[src/rtl/gs_pkg.sv]
package gs_pkg;

    typedef enum logic [1:0] {
        PH_IDLE  = 2'd0,
        PH_START = 2'd1,
        PH_DOWN  = 2'd2,
        PH_UP    = 2'd3
    } phase_e;

    function automatic logic is_descending(input phase_e ph);
        return (ph == PH_START) || (ph == PH_DOWN);
    endfunction

endpackage

[src/rtl/gs_edge_sync.sv]
module gs_edge_sync #(
    parameter int STAGES = 2
) (
    input  logic clk,
    input  logic rst,
    input  logic async_i,
    output logic step_o
);
    logic [STAGES:0] sr;

    always_ff @(posedge clk) begin
        if (rst) sr <= '0;
        else     sr <= {sr[STAGES-1:0], async_i};
    end

    assign step_o = sr[STAGES] ^ sr[STAGES-1];

    // a single transition yields a single step request
    assert_single_step_R2: assert property (@(posedge clk) disable iff (rst)
        (step_o && $stable(async_i) && $past($stable(async_i))) |=> !step_o);
endmodule

[src/rtl/gs_updown_ctr.sv]
module gs_updown_ctr
    import gs_pkg::*;
#(
    parameter int W = 8
) (
    input  logic         clk,
    input  logic         rst,
    input  logic         step_i,
    input  logic         load_i,
    input  logic         blank_i,
    output logic [W-1:0] cnt_o,
    output phase_e       phase_o,
    output logic         done_o
);
    localparam logic [W-1:0] TOP = {W{1'b1}};
    localparam logic [W-1:0] ONE = W'(1);

    always_ff @(posedge clk) begin
        if (rst || blank_i) begin
            cnt_o   <= TOP;
            phase_o <= PH_IDLE;
            done_o  <= 1'b0;
        end else begin
            done_o <= 1'b0;
            if (load_i) begin
                cnt_o   <= TOP;
                phase_o <= PH_START;
            end else if (step_i) begin
                case (phase_o)
                    PH_START: phase_o <= PH_DOWN;
                    PH_DOWN: begin
                        if (cnt_o == ONE) phase_o <= PH_UP;
                        else              cnt_o   <= cnt_o - ONE;
                    end
                    PH_UP: begin
                        if (cnt_o == TOP) begin
                            phase_o <= PH_IDLE;
                            done_o  <= 1'b1;
                        end else begin
                            cnt_o <= cnt_o + ONE;
                        end
                    end
                    default: ;
                endcase
            end
        end
    end

    // the counter never holds zero
    assert_never_zero_R1: assert property (@(posedge clk) disable iff (rst)
        cnt_o != '0);
    // done lasts one clock
    assert_done_single_R6: assert property (@(posedge clk) disable iff (rst)
        done_o |=> !done_o);
    // idle counter holds until load
    assert_idle_hold_R6: assert property (@(posedge clk) disable iff (rst)
        (phase_o == PH_IDLE && !load_i && !blank_i) |=> (phase_o == PH_IDLE && $stable(cnt_o)));
    // blank parks the counter at the top
    assert_blank_park_R8: assert property (@(posedge clk) disable iff (rst)
        blank_i |=> (cnt_o == TOP && phase_o == PH_IDLE));
    // load arms a cycle from the top
    assert_load_arm_R1: assert property (@(posedge clk) disable iff (rst)
        (load_i && !blank_i) |=> (cnt_o == TOP && phase_o == PH_START));
endmodule

[src/rtl/gs_chan.sv]
module gs_chan
    import gs_pkg::*;
#(
    parameter int W = 8
) (
    input  logic         clk,
    input  logic         rst,
    input  logic         blank_i,
    input  logic         load_i,
    input  logic [W-1:0] level_i,
    input  logic [W-1:0] cnt_i,
    input  phase_e       phase_i,
    output logic         act_o
);
    logic hit;
    assign hit = (level_i != '0) && (cnt_i == level_i);

    always_ff @(posedge clk) begin
        if (rst || blank_i || load_i) begin
            act_o <= 1'b0;
        end else if (hit) begin
            if (is_descending(phase_i))   act_o <= 1'b1;
            else if (phase_i == PH_UP)    act_o <= 1'b0;
        end
    end

    // activation only on a nonzero match while descending
    assert_rise_on_match_R3: assert property (@(posedge clk) disable iff (rst)
        $rose(act_o) |-> ($past(level_i) != '0 && $past(cnt_i) == $past(level_i)
                          && is_descending($past(phase_i))));
    // deactivation only on an ascending match, blank or load
    assert_fall_on_match_R4: assert property (@(posedge clk) disable iff (rst)
        $fell(act_o) |-> ($past(blank_i) || $past(load_i)
                          || ($past(cnt_i) == $past(level_i) && $past(phase_i) == PH_UP)));
    // blank clears the channel
    assert_blank_clear_R8: assert property (@(posedge clk) disable iff (rst)
        blank_i |=> !act_o);
endmodule

[src/rtl/pwm_gray_gen.sv]
module pwm_gray_gen
    import gs_pkg::*;
#(
    parameter int NCH         = 32,
    parameter int W           = 8,
    parameter int SYNC_STAGES = 2
) (
    input  logic             clk,
    input  logic             rst,
    input  logic             cnt_clk_i,
    input  logic             load_i,
    input  logic             blank_i,
    input  logic             pol_i,
    input  logic [NCH*W-1:0] levels_i,
    output logic [NCH-1:0]   pulse_o,
    output logic             done_o
);
    logic         step;
    logic [W-1:0] cnt;
    phase_e       phase;
    logic [NCH-1:0] act;

    gs_edge_sync #(.STAGES(SYNC_STAGES)) u_sync (
        .clk(clk), .rst(rst), .async_i(cnt_clk_i), .step_o(step)
    );

    gs_updown_ctr #(.W(W)) u_ctr (
        .clk(clk), .rst(rst), .step_i(step), .load_i(load_i), .blank_i(blank_i),
        .cnt_o(cnt), .phase_o(phase), .done_o(done_o)
    );

    for (genvar i = 0; i < NCH; i++) begin : g_ch
        gs_chan #(.W(W)) u_ch (
            .clk(clk), .rst(rst), .blank_i(blank_i), .load_i(load_i),
            .level_i(levels_i[i*W +: W]), .cnt_i(cnt), .phase_i(phase),
            .act_o(act[i])
        );
        // output follows channel state under the chosen polarity
        assign pulse_o[i] = pol_i ? act[i] : ~act[i];
    end

    // done only follows an ascending phase
    assert_done_after_up_R6: assert property (@(posedge clk) disable iff (rst)
        done_o |-> ($past(phase) == PH_UP && phase == PH_IDLE));
endmodule

[config.mk]
export PLATFORM = sky130hd
export DESIGN_NAME = pwm_gray_gen
export DESIGN_NICKNAME = d
export VERILOG_FILES = /design/src/rtl/gs_pkg.sv /design/src/rtl/gs_edge_sync.sv /design/src/rtl/gs_updown_ctr.sv /design/src/rtl/gs_chan.sv /design/src/rtl/pwm_gray_gen.sv
export SDC_FILE = /design/constraint.sdc
export NUM_CORES = 1
export LEC_CHECK = 0
export BUFFER_PORTS_ARGS = -buffer_cell sky130_fd_sc_hd__buf_2
export CORE_UTILIZATION = 30
export CTS_BUF_LIST = sky130_fd_sc_hd__clkbuf_4
export CTS_CLUSTER_DIAMETER = 200
export DETAILED_ROUTE_END_ITERATION = 10
export GPL_TIMING_DRIVEN = 0
export PLACE_DENSITY = 0.56
export SYNTH_ARGS = -nofsm -noshare
export SYNTH_HDL_FRONTEND = slang
export SYNTH_SLANG_ARGS = --single-unit
[constraint.sdc]
create_clock -name clk -period 3.06 [get_ports clk]
set_input_delay 0.306 -clock clk [delete_from_list [all_inputs] [get_ports clk]]
set_output_delay 0.306 -clock clk [all_outputs]
set_load 0.02 [all_outputs]
==> results of run 1 <==
## worst paths after layout
path | endpoint | start | slack (ns) | cells after the start
setup / recovery | u_ctr.cnt_o[4]$_SDFFE_PP1P_ | u_ctr.cnt_o[1]$_SDFFE_PP1P_ | 0.17 | 8
setup reg to reg | u_ctr.cnt_o[4]$_SDFFE_PP1P_ | u_ctr.cnt_o[1]$_SDFFE_PP1P_ | 0.17 | 8
hold reg to reg | u_sync.sr[1]$_SDFF_PP0_ | u_sync.sr[0]$_SDFF_PP0_ | 0.47 | 1
hold / removal | u_ctr.phase_o[0]$_SDFFE_PP0P_ | blank_i | 0.10 | 2
## power by group
part	internal [mW]	switching (mW)	leakage [nW]
Sequential	0.601	0.00144	0.371
Combinational	0.239	0.293	2.63
Clock	0.105	0.227	0.0322
Total	0.945	0.522	3.03
## layer usage
layer	up-vias	wire, µm
li1	3261	-
met1	3228	12100
met2	337	13800
met5	-	22
met4	4	546
met3	41	2490
## cell families after synthesis
group / count (synthesis) / share of synthesized area [%]
mux: 35 / 5.95
simple gates: 248 / 22.0
xor+xnor: 258 / 38.4
compound gates: 96 / 11.7
buf+inv: 63 / 4.88
fa+ha+maj: 7 / 1.49
flops: 46 / 15.6
## state kept, by name (all words and copies together), names as in the netlist
| signal | flops |
|---|---|
| u_ctr.done_o | 1 |
| u_sync.sr | 3 |
| u_ctr.phase_o | 2 |
| g_ch.u_ch.act_o | 32 |
| u_ctr.cnt_o | 8 |
## worst register-to-register path, stage by stage, from the launching register on
cell and delay [ns]:
dfxtp_1 0.36, buf_2 0.31, inv_1 0.17, clkbuf_1 0.43, ha_1 0.34, nor3b_1 0.17
a311o_2 0.49, or4_1 0.49, nand3_1 0.09
## stage by stage
stage	hold slack [ns]	cell area [µm²]	instances	worst slack, ns
after floorplan	0.375	5890	753	0.883
after detailed placement	0.426	7680	1306	0.242
after CTS	0.0970	7740	1313	0.214
after global routing	0.0814	7740	1314	0.0466
after global placement	0.421	7680	1306	0.256
final	0.104	7740	1315	0.168
## Yosys cell counts, types with 2 or more instances
master       n
nor4_1      64
o2111ai_1   33
xnor2_1     33
nor2_1      39
ha_1         7
nand3_1      6
a31oi_1      2
mux2i_1     35
buf_1        5
nor3b_1      2
and3_1       2
or4_1        3
inv_1        6
and2_1       2
nor3_1      57
a211oi_1    14
nand2_1     38
o31ai_1      2
o21ai_0      3
nand4_1      6
xor2_1     225
buf_2       32
dfxtp_1     46
or3_1        2
a21oi_1     32
buf_4        3
clkbuf_1    17
nor2b_1     24
## layout make-up
cell class                      count  share of cell area, %
Multi-Input combinational cell    644                   60.5
Timing Repair Buffer              293                   18.9
Sequential cell                    46                   11.9
Tap cell                          260                   4.20
Buffer                             57                   3.43
Clock buffer                        7                  0.679
Inverter                            6                  0.291
Antenna cell                        2                 0.0647
==> reports/results.tsv, run 1 <==
metric	value	unit
GRT busiest layer	met2	
Worst Setup End Kind	flip-flop	
top_reg_cell synth	dfxtp_1	
top cell family by delay on the critical path	buffers and inverters	
Synth top area share	33.4	%
Buffers on Ports	293	
Fin. Hold Viols	0	
Vias	6871	
Clock Skew	0.0121	ns
max_cap viols	0	
commonest non-fill, non-tap cell in the layout	buf_2	
Clock Latency Late Sink	0.39	ns
CTS root buf	clkbuf_4	
status	completed	
initial antenna violation count	5	
met2 Usage GRT	49.3	%
Die Area	20200	µm²
WP data required	3.39	ns
WP data arrival	3.22	ns
total clock sinks	46	
Syn Inst Count	753	
Die W	142	µm
post-route ant nets	0	
synthesis-stage register bit count	46	
pins over their slew limit	0	
CTS tree	built	
Vert. Die Dim	142	µm
Bufs and invs on worst path	3	
proportion of layout cells with a drive suffix above 1	32.2	%
Synth cell types	41	
Mapped Area	5890	µm²
area grow syn2layout	31.4	%
post_cts resized	0	
I/O Pins	295	
Crit path largest cell delay	0.49	ns
DRC Markers	0	
clock-pin slew on the worst setup and hold paths	0.15	ns
Leak Pwr	3.03	nW
Rel. slew slack	30.1	%
vias in the first global route	6695	
RePlAce Congestion	0.867	
CTS buffer count	5	
Synth area leaders	xor2_1 33%, dfxtp_1 16%, nor4_1 6.8%, mux2i_1 5.9%, o2111ai_1 4.9%	
CTS H-tree lvls	2	
Core Util, Final	40.8	%
Hold-fix buffers, CTS	0	
M3 GR Usage	6.06	%
Synth area leader	xor2_1	
first-pass GRT wire length	41200	µm
hpwl dp	22100	µm
Overflow after GRT	0	
DR iter-0 viols	331	
wire per inst	22.0	µm
post-CTS setup buffers	0	
Worst Path Max Fanout	11	
most frequent cells in the layout	325 x buf_2, 225 x xor2_1, 64 x nor4_1	
number of synthesized flops with an enable pin	0	
Core Rows	50	
pin count of the biggest net entering global routing	13	
Final min period	2.89	ns
Worst VDD drop	115	µV
Seq/Total Area, Yosys	15.6	%
crit-path cells	buf_2, inv_1, clkbuf_1, ha_1, nor3b_1, a311o_2, or4_1, nand3_1	
RSZ-0062 raised after global routing	no	
Layout fillers	2016	
nets	1322	
fraction of registers with async set or reset after synthesis	0	%
YS warnings	0	
core footprint	19000	µm²
GR Util met1	34.5	%
storage element area	921	µm²
drt first pass iters	5	
Slew @ Worst Pin	1.05	ns
Total Wirelength	28900	µm
Final Cycle Share	94.5	%
routed vias/inst	5.23	
startpoint types	flip-flop	
HP Class	input pin to flip-flop	
Setup TNS	0	ns
initial core utilization	31.1	%
area occupied by multi-input gates	4680	µm²
slowest cell on the critical path	or4_1	
syn_nets	1022	
Setup Crit Path Kind	flip-flop to flip-flop	
Longest Clk Path Bufs	2	
FMAX	0.346	GHz
pwr/cell area	190	nW/µm²
Final Setup Violations	0	
Final Power	1.47	mW
Mean Syn Cell Area	7.82	µm²
GR Util All Layers	28.0	%
Note: power is estimated with default switching activity, not from simulation.
==> run 2: changes to the inputs <==
Settings changed: PLACE_DENSITY 0.56 to 0.55, SYNTH_HIERARCHICAL set to 1.
==> run 2 against run 1 <==
Against the previous run: sequential power up 1%; register-to-register slack improved by 0.27 ns; hold slack worse by 0.0090 ns; area after synthesis is 16% higher; via count grew 5.3%; cell count rose by 8.7%; die area up 16%.
==> reports/results.tsv, run 2 <==
metric	value	unit	change
synthesis-stage register bit count	46		unchanged
dpl ws	0.472	ns	+0.230 ns
routed vias/inst	5.06		-3.1%
Synth area leaders	xor2_1 33%, dfxtp_1 13%, ha_1 7.1%, nor4_2 6.0%, nor4_1 5.9%		
cell-internal power	981	µW	+3.7%
total clock sinks	46		unchanged
YS warnings	6		+6
wire per inst	16.2	µm	-26%
I/O Pins	295		unchanged
clock share of power	21.6	%	-1.1 points
post-CTS setup buffers	0		unchanged
Switching Share	37.3	%	+1.8 points
Syn Inst Count	840		+12%
Buffers on Ports	293		unchanged
post-route ant nets	0		unchanged
Mapped Area	6840	µm²	+16%
Top Registers	g_ch.u_ch/act_o (32), u_ctr/cnt_o (8), u_sync/sr (3)		
CTS root buf	clkbuf_4		
P_sw	584	µW	+12%
core footprint	22100	µm²	+17%
initial core utilization	30.9	%	-0.13 points
Final Setup Violations	0		unchanged
max_cap viols	0		unchanged
RePlAce Congestion	0.818		-5.7%
Setup Crit Path Kind	flip-flop to flip-flop		
Clock Skew	0.0184	ns	+0.00623 ns
CTS buffer count	5		unchanged
Synth area leader	xor2_1		
Vias	7238		+5.3%
fraction of registers with async set or reset after synthesis	0	%	unchanged
CTS H-tree lvls	2		unchanged
Slew @ Worst Pin	0.915	ns	-0.134 ns
pwr/cell area	176	nW/µm²	-7.1%
Worst Setup End Kind	flip-flop		
Seq/Total Area, Yosys	13.5	%	-2.2 points
startpoint types	flip-flop		
Total Wirelength	23200	µm	-20%
pin count of the biggest net entering global routing	39		+26
status	completed		
FMAX	0.382	GHz	+10%
RSZ-0062 raised after global routing	no		
Leak Pwr	3.49	nW	+15%
Synth cell types	45		+9.8%
Layout fillers	2310		+15%
list of most frequent post-synthesis cells	258 x xor2_1, 70 x inv_1, 68 x nand2_1		
top_reg_cell synth	dfxtp_1		
Final min period	2.62	ns	-0.273 ns
GR Util All Layers	19.6	%	-8.5 points
Most flops, register	g_ch.u_ch/act_o		
Worst Path Max Fanout	36		+25
WP data arrival	2.97	ns	-0.25 ns
Synth top area share	33.0	%	-0.40 points
Fin. Hold Viols	0		unchanged
Final Cycle Share	85.6	%	-8.9 points
most frequent cell after synthesis	xor2_1		
Longest Clk Path Bufs	2		unchanged
area grow syn2layout	30.0	%	
DRC Markers	0		unchanged
Vert. Die Dim	153	µm	+7.6%
Hold-fix buffers, CTS	0		unchanged
Worst R2R End	u_ctr/cnt_o[2]$_SDFFE_PP1P_		
Die Area	23400	µm²	+16%
vias in the first global route	7295		+9.0%
proportion of layout cells with a drive suffix above 1	31.8	%	-0.43 points
HP Class	input pin to flip-flop		
R2R setup slack	0.44	ns	+0.27 ns
Critical R2R Launch	u_ctr/phase_o[1]$_SDFFE_PP0P_		
Mean Syn Cell Area	8.14	µm²	+4.0%
Rel. slew slack	39.0	%	+9.0 points
Clock Latency Late Sink	0.40	ns	about the same
Sequential Power Share	39.1	%	-2.0 points
clock-pin slew on the worst setup and hold paths	0.17	ns	+0.02 ns
hold path start	cnt_clk_i		
Core Rows	54		+8.0%
Worst VDD drop	163	µV	+42%
hpwl dp	17700	µm	-20%
post_cts resized	0		unchanged
first-pass GRT wire length	36800	µm	-11%
number of synthesized flops with an enable pin	0		unchanged
Die W	153	µm	+7.6%
setup slack after layout	0.441	ns	+0.273 ns
drt first pass iters	5		unchanged
R2R depth	7		-1
Hold Crit Depth	2		unchanged
Min-Delay Endpoint	u_sync/sr[0]$_SDFF_PP0_		
Overflow after GRT	0		unchanged
pins over their slew limit	0		unchanged
commonest non-fill, non-tap cell in the layout	buf_2		
Setup TNS	0	ns	unchanged
WP data required	3.41	ns	+0.02 ns
DR iter-0 viols	306		-7.6%
Combinational Power Share	39.3	%	+3.1 points
syn_nets	1141		+12%
nets	1449		+9.6%
initial antenna violation count	0		-5
CTS tree	built		
most frequent cells in the layout	296 x buf_2, 258 x xor2_1, 70 x inv_1		
Largest register FFs	32		unchanged
## run 2: worst max-delay path by stage
stage / from / end / slack, ns / depth (start not counted)
6_report: u_ctr/phase_o[1]$_SDFFE_PP0P_ / u_ctr/cnt_o[2]$_SDFFE_PP1P_ / 0.44 / 7
5_1_grt: u_ctr/phase_o[1]$_SDFFE_PP0P_ / u_ctr/cnt_o[7]$_SDFFE_PP1P_ / 0.23 / 7
4_1_cts: u_ctr/phase_o[1]$_SDFFE_PP0P_ / u_ctr/cnt_o[3]$_SDFFE_PP1P_ / 0.43 / 7
3_5_place_dp: u_ctr/phase_o[1]$_SDFFE_PP0P_ / u_ctr/cnt_o[2]$_SDFFE_PP1P_ / 0.47 / 7
3_3_place_gp: u_ctr/cnt_o[2]$_SDFFE_PP1P_ / u_ctr/cnt_o[1]$_SDFFE_PP1P_ / -0.69 / 6
2_1_floorplan: u_ctr/cnt_o[0]$_SDFFE_PP1P_ / u_ctr/phase_o[0]$_SDFFE_PP0P_ / 0.30 / 5
## run 2: cells by family (layout without fill, tap and decap cells)
logic type | after synthesis | after routing | share of synthesized area, %
other cells | 0 | 1 | 0
fa+ha+maj | 39 | 39 | 7.14
flops | 46 | 46 | 13.5
buf+inv | 78 | 387 | 5.01
xor+xnor | 290 | 290 | 37.4
simple gates | 298 | 298 | 26.0
mux | 34 | 34 | 4.98
compound gates | 55 | 55 | 6.00
## run 2: worst max-delay path, cell delays in order (launching register included)
cell and delay, ns:
dfxtp_2 0.97, ha_1 0.27, buf_2 0.21, o21ai_0 0.14, a41o_1 0.23, buf_2 0.17
or4_1 0.48, nand3_1 0.09
## run 2: cell type report
cell class              instances  area (µm²)  area share [%]
multi-input cells             716        5570            62.7
repair buffers                301        1630            18.3
flip-flops and latches         46         933            10.5
well taps                     280         350            3.94
inverters                      70         263            2.95
plain buffers                   8        80.1           0.901
clock buffers                   5        37.5           0.422
clock inverters                 3        25.0           0.281
diodes                          1        2.50          0.0281
## run 2: layer usage
metal  GRT usage [%]  vias up  wire, µm
met2            36.1      227     11600
met4            4.18        0       282
met1            23.7     3396     10300
li1                -     3597         -
met3            2.95       18      1030
met5               0        -         0
## run 2: power groups by stage
stage,Sequential [mW],Combinational (mW),Clock [mW]
after floorplan,0.619,0.282,0
after global placement,0.624,0.610,0
after detailed placement,0.625,0.614,0
after CTS,0.612,0.617,0.372
after global routing,0.613,0.675,0.389
final,0.611,0.615,0.338
## run 2: stage by stage
step	util [%]	power, mW	cell area (µm²)	instances	hold slack, ns
3_5_place_dp	40.0	1.24	8830	1421	0.428
6_report	40.2	1.56	8890	1430	0.0948
3_3_place_gp	39.2	1.23	8650	1413	0.415
4_1_cts	40.2	1.60	8890	1429	0.0473
5_1_grt	40.2	1.68	8890	1429	0.0747
2_1_floorplan	-	0.901	6840	840	0.378
==> run 3: changes to the inputs <==
Settings changed: ABC_AREA set to 1, PLACE_DENSITY 0.55 to 0.51.
==> run 3 against run 2 <==
Against the previous run: die area up 52%; maximum frequency grew 19%; utilization decreased by 2.8 points; non-clock buffer count fell by 2; largest power group unchanged.
==> reports/results.tsv, run 3 <==
metric	value	unit	change
Final Cycle Share	72.0	%	-14 points
HP Class	input pin to flip-flop		
synthesis-stage register bit count	46		unchanged
Largest register FFs	32		unchanged
pwr/cell area	138	nW/µm²	-21%
Crit path largest cell delay	0.94	ns	-0.03 ns
Top Registers	g_ch.u_ch/act_o (32), u_ctr/cnt_o (8), u_sync/sr (3)		
Seq/Total Area, Yosys	8.81	%	-4.7 points
Setup Crit Path Kind	flip-flop to flip-flop		
status	completed		
Fin. Hold Viols	0		unchanged
list of most frequent post-synthesis cells	866 x nand2_1, 662 x inv_1, 307 x nor2_1		
Core Rows	67		+24%
WP data required	3.37	ns	-0.04 ns
Synth area leaders	nand2_1 31%, inv_1 24%, nor2_1 11%, dfxtp_1 8.8%, ha_1 4.7%		
YS warnings	6		unchanged
nets	2864		+98%
number of synthesized flops with an enable pin	0		unchanged
wire per inst	11.9	µm	-26%
commonest non-fill, non-tap cell in the layout	nand2_1		
storage element area	951	µm²	+1.9%
CTS root buf	clkbuf_4		
Synth top area share	31.1	%	-1.9 points
CTS tree	built		
initial antenna violation count	9		+9
Buffers on Ports	293		unchanged
most frequent CP cell	nand2_4		
Rel. slew slack	32.9	%	-6.1 points
area grow syn2layout	21.4	%	
GR Util All Layers	20.4	%	+0.80 points
hpwl dp	25300	µm	+42%
most frequent cell after synthesis	nand2_1		
Total Wirelength	36000	µm	+55%
Leak Pwr	9.23	nW	+160%
proportion of layout cells with a drive suffix above 1	17.7	%	-14 points
Most flops, register	g_ch.u_ch/act_o		
Clock Skew	0.00804	ns	-0.0103 ns
total clock sinks	46		unchanged
Setup TNS	0	ns	unchanged
routed vias/inst	4.23		-16%
I/O Pins	295		unchanged
Mean Syn Cell Area	4.63	µm²	-43%
Overflow after GRT	0		unchanged
Die Area	35600	µm²	+52%
most frequent cells in the layout	866 x nand2_1, 662 x inv_1, 307 x nor2_1		
Hold-fix buffers, CTS	0		unchanged
final non-filler cell total	3020		+110%
area occupied by multi-input gates	6900	µm²	+24%
Longest Clk Path Bufs	2		unchanged
Clock Latency Late Sink	0.42	ns	+0.02 ns
Synth area leader	nand2_1		
WP data arrival	2.51	ns	-0.46 ns
DRC Markers	0		unchanged
CTS buffer count	5		unchanged
FMAX	0.454	GHz	+19%
startpoint types	flip-flop		
DR iter-0 viols	549		+79%
initial core utilization	30.9	%	-0.094 points
post_cts resized	0		unchanged
Bufs and invs on worst path	2		unchanged
# placed instances	3004		+110%
RSZ-0062 raised after global routing	no		
Mapped Area	10500	µm²	+53%
fraction of registers with async set or reset after synthesis	0	%	unchanged
post-route ant nets	0		unchanged
WHS	0.0875	ns	-0.00726 ns
Synth cell types	27		-40%
pin count of the biggest net entering global routing	71		+82%
syn_nets	2560		+120%
slowest cell on the critical path	dfxtp_4		
Final min period	2.20	ns	-0.416 ns
Worst Setup End Kind	flip-flop		
top cell family by delay on the critical path	flip-flops		
RePlAce Congestion	0.810		-0.95%
vias in the first global route	11700		+60%
Die W	189	µm	+23%
pins over their slew limit	0		unchanged
Vias	12800		+77%
Slew @ Worst Pin	1.01	ns	+0.0916 ns
Final Setup Violations	0		unchanged
drt first pass iters	5		unchanged
core footprint	33900	µm²	+53%
Vert. Die Dim	189	µm	+23%
Syn Inst Count	2259		+170%
first-pass GRT wire length	58100	µm	+58%
Worst Path Max Fanout	70		+94%
clock-pin slew on the worst setup and hold paths	0.17	ns	about the same
crit-path cells	ha_1, inv_1, nor2_4, nand2_2, nand2_4, nand2_4, nand2_4, inv_4, nand2_1, nand3_1		
top_reg_cell synth	dfxtp_1		
max_cap viols	0		unchanged
Layout fillers	3862		+67%
Worst VDD drop	115	µV	-30%
CTS H-tree lvls	2		unchanged
post-CTS setup buffers	0		unchanged
Core Util, Final	37.5	%	-2.8 points
run 3: changes by cell type after synthesis, sizes merged, moves of 48 or more:
cell   delta
inv     +595
nand2   +818
nor4     -98
nand3    +48
a21oi    +66
xor2    -254
nor2    +375
run 3: tightest hold or removal path: stages:
cell	delay, ns
buf_2	0.10
inv_1	0.05
nor2_1	0.04
run 3: layer usage:
layer,global-route usage [%],up-vias,part of all wire (%),routed length [µm]
met5,0,-,0.031,11
met4,4.13,2,1.4,513
met3,3.17,21,5.8,2090
met2,37.2,282,47,16900
met1,24.9,5437,46,16500
li1,-,7040,-,-
run 3: final cells by class:
cell class	count	share of cell area [%]
inverters	665	19.8
flip-flops and latches	46	7.50
clock inverters	3	0.197
multi-input cells	1538	54.4
repair buffers	297	12.3
clock buffers	5	0.296
well taps	448	4.42
diodes	8	0.158
plain buffers	10	0.967
run 3: final timing paths:
path | slack, ns | end | from | cells past startpoint
worst max register to register | 0.86 | u_ctr/cnt_o[3]$_SDFFE_PP1P_ | u_ctr/cnt_o[0]$_SDFFE_PP1P_ | 10
worst min register to register | 0.43 | u_sync/sr[1]$_SDFF_PP0_ | u_sync/sr[0]$_SDFF_PP0_ | 2
worst max-delay path | 0.86 | u_ctr/cnt_o[3]$_SDFFE_PP1P_ | u_ctr/cnt_o[0]$_SDFFE_PP1P_ | 10
worst min-delay path | 0.09 | u_sync/sr[0]$_SDFF_PP0_ | cnt_clk_i | 3
run 3: power breakdown:
group | switching, mW | internal (mW)
clock network | 0.272 | 0.0942
logic | 0.481 | 0.310
registers | 0.00137 | 0.595
run 3: logic make-up after synthesis:
| family | Yosys count | synth area share, % |
|---|---|---|
| AOI/OAI and AO/OA | 74 | 3.65 |
| DFF | 46 | 8.81 |
| xor gates and xnor gates | 6 | 0.503 |
| buffers and inverters | 675 | 25.2 |
| and+or+nand+nor | 1419 | 57.2 |
| adders and majority gates | 39 | 4.67 |
run 3: stage by stage:
| step | setup WS, ns | power, mW | instance area [µm²] |
|---|---|---|---|
| global route | 0.538 | 1.91 | 12700 |
| global placement | -0.887 | 1.39 | 12500 |
| CTS | 0.780 | 1.79 | 12700 |
| detailed placement | 0.804 | 1.40 | 12600 |
| floorplan | 0.499 | 1.02 | 10500 |
| finish | 0.857 | 1.75 | 12700 |
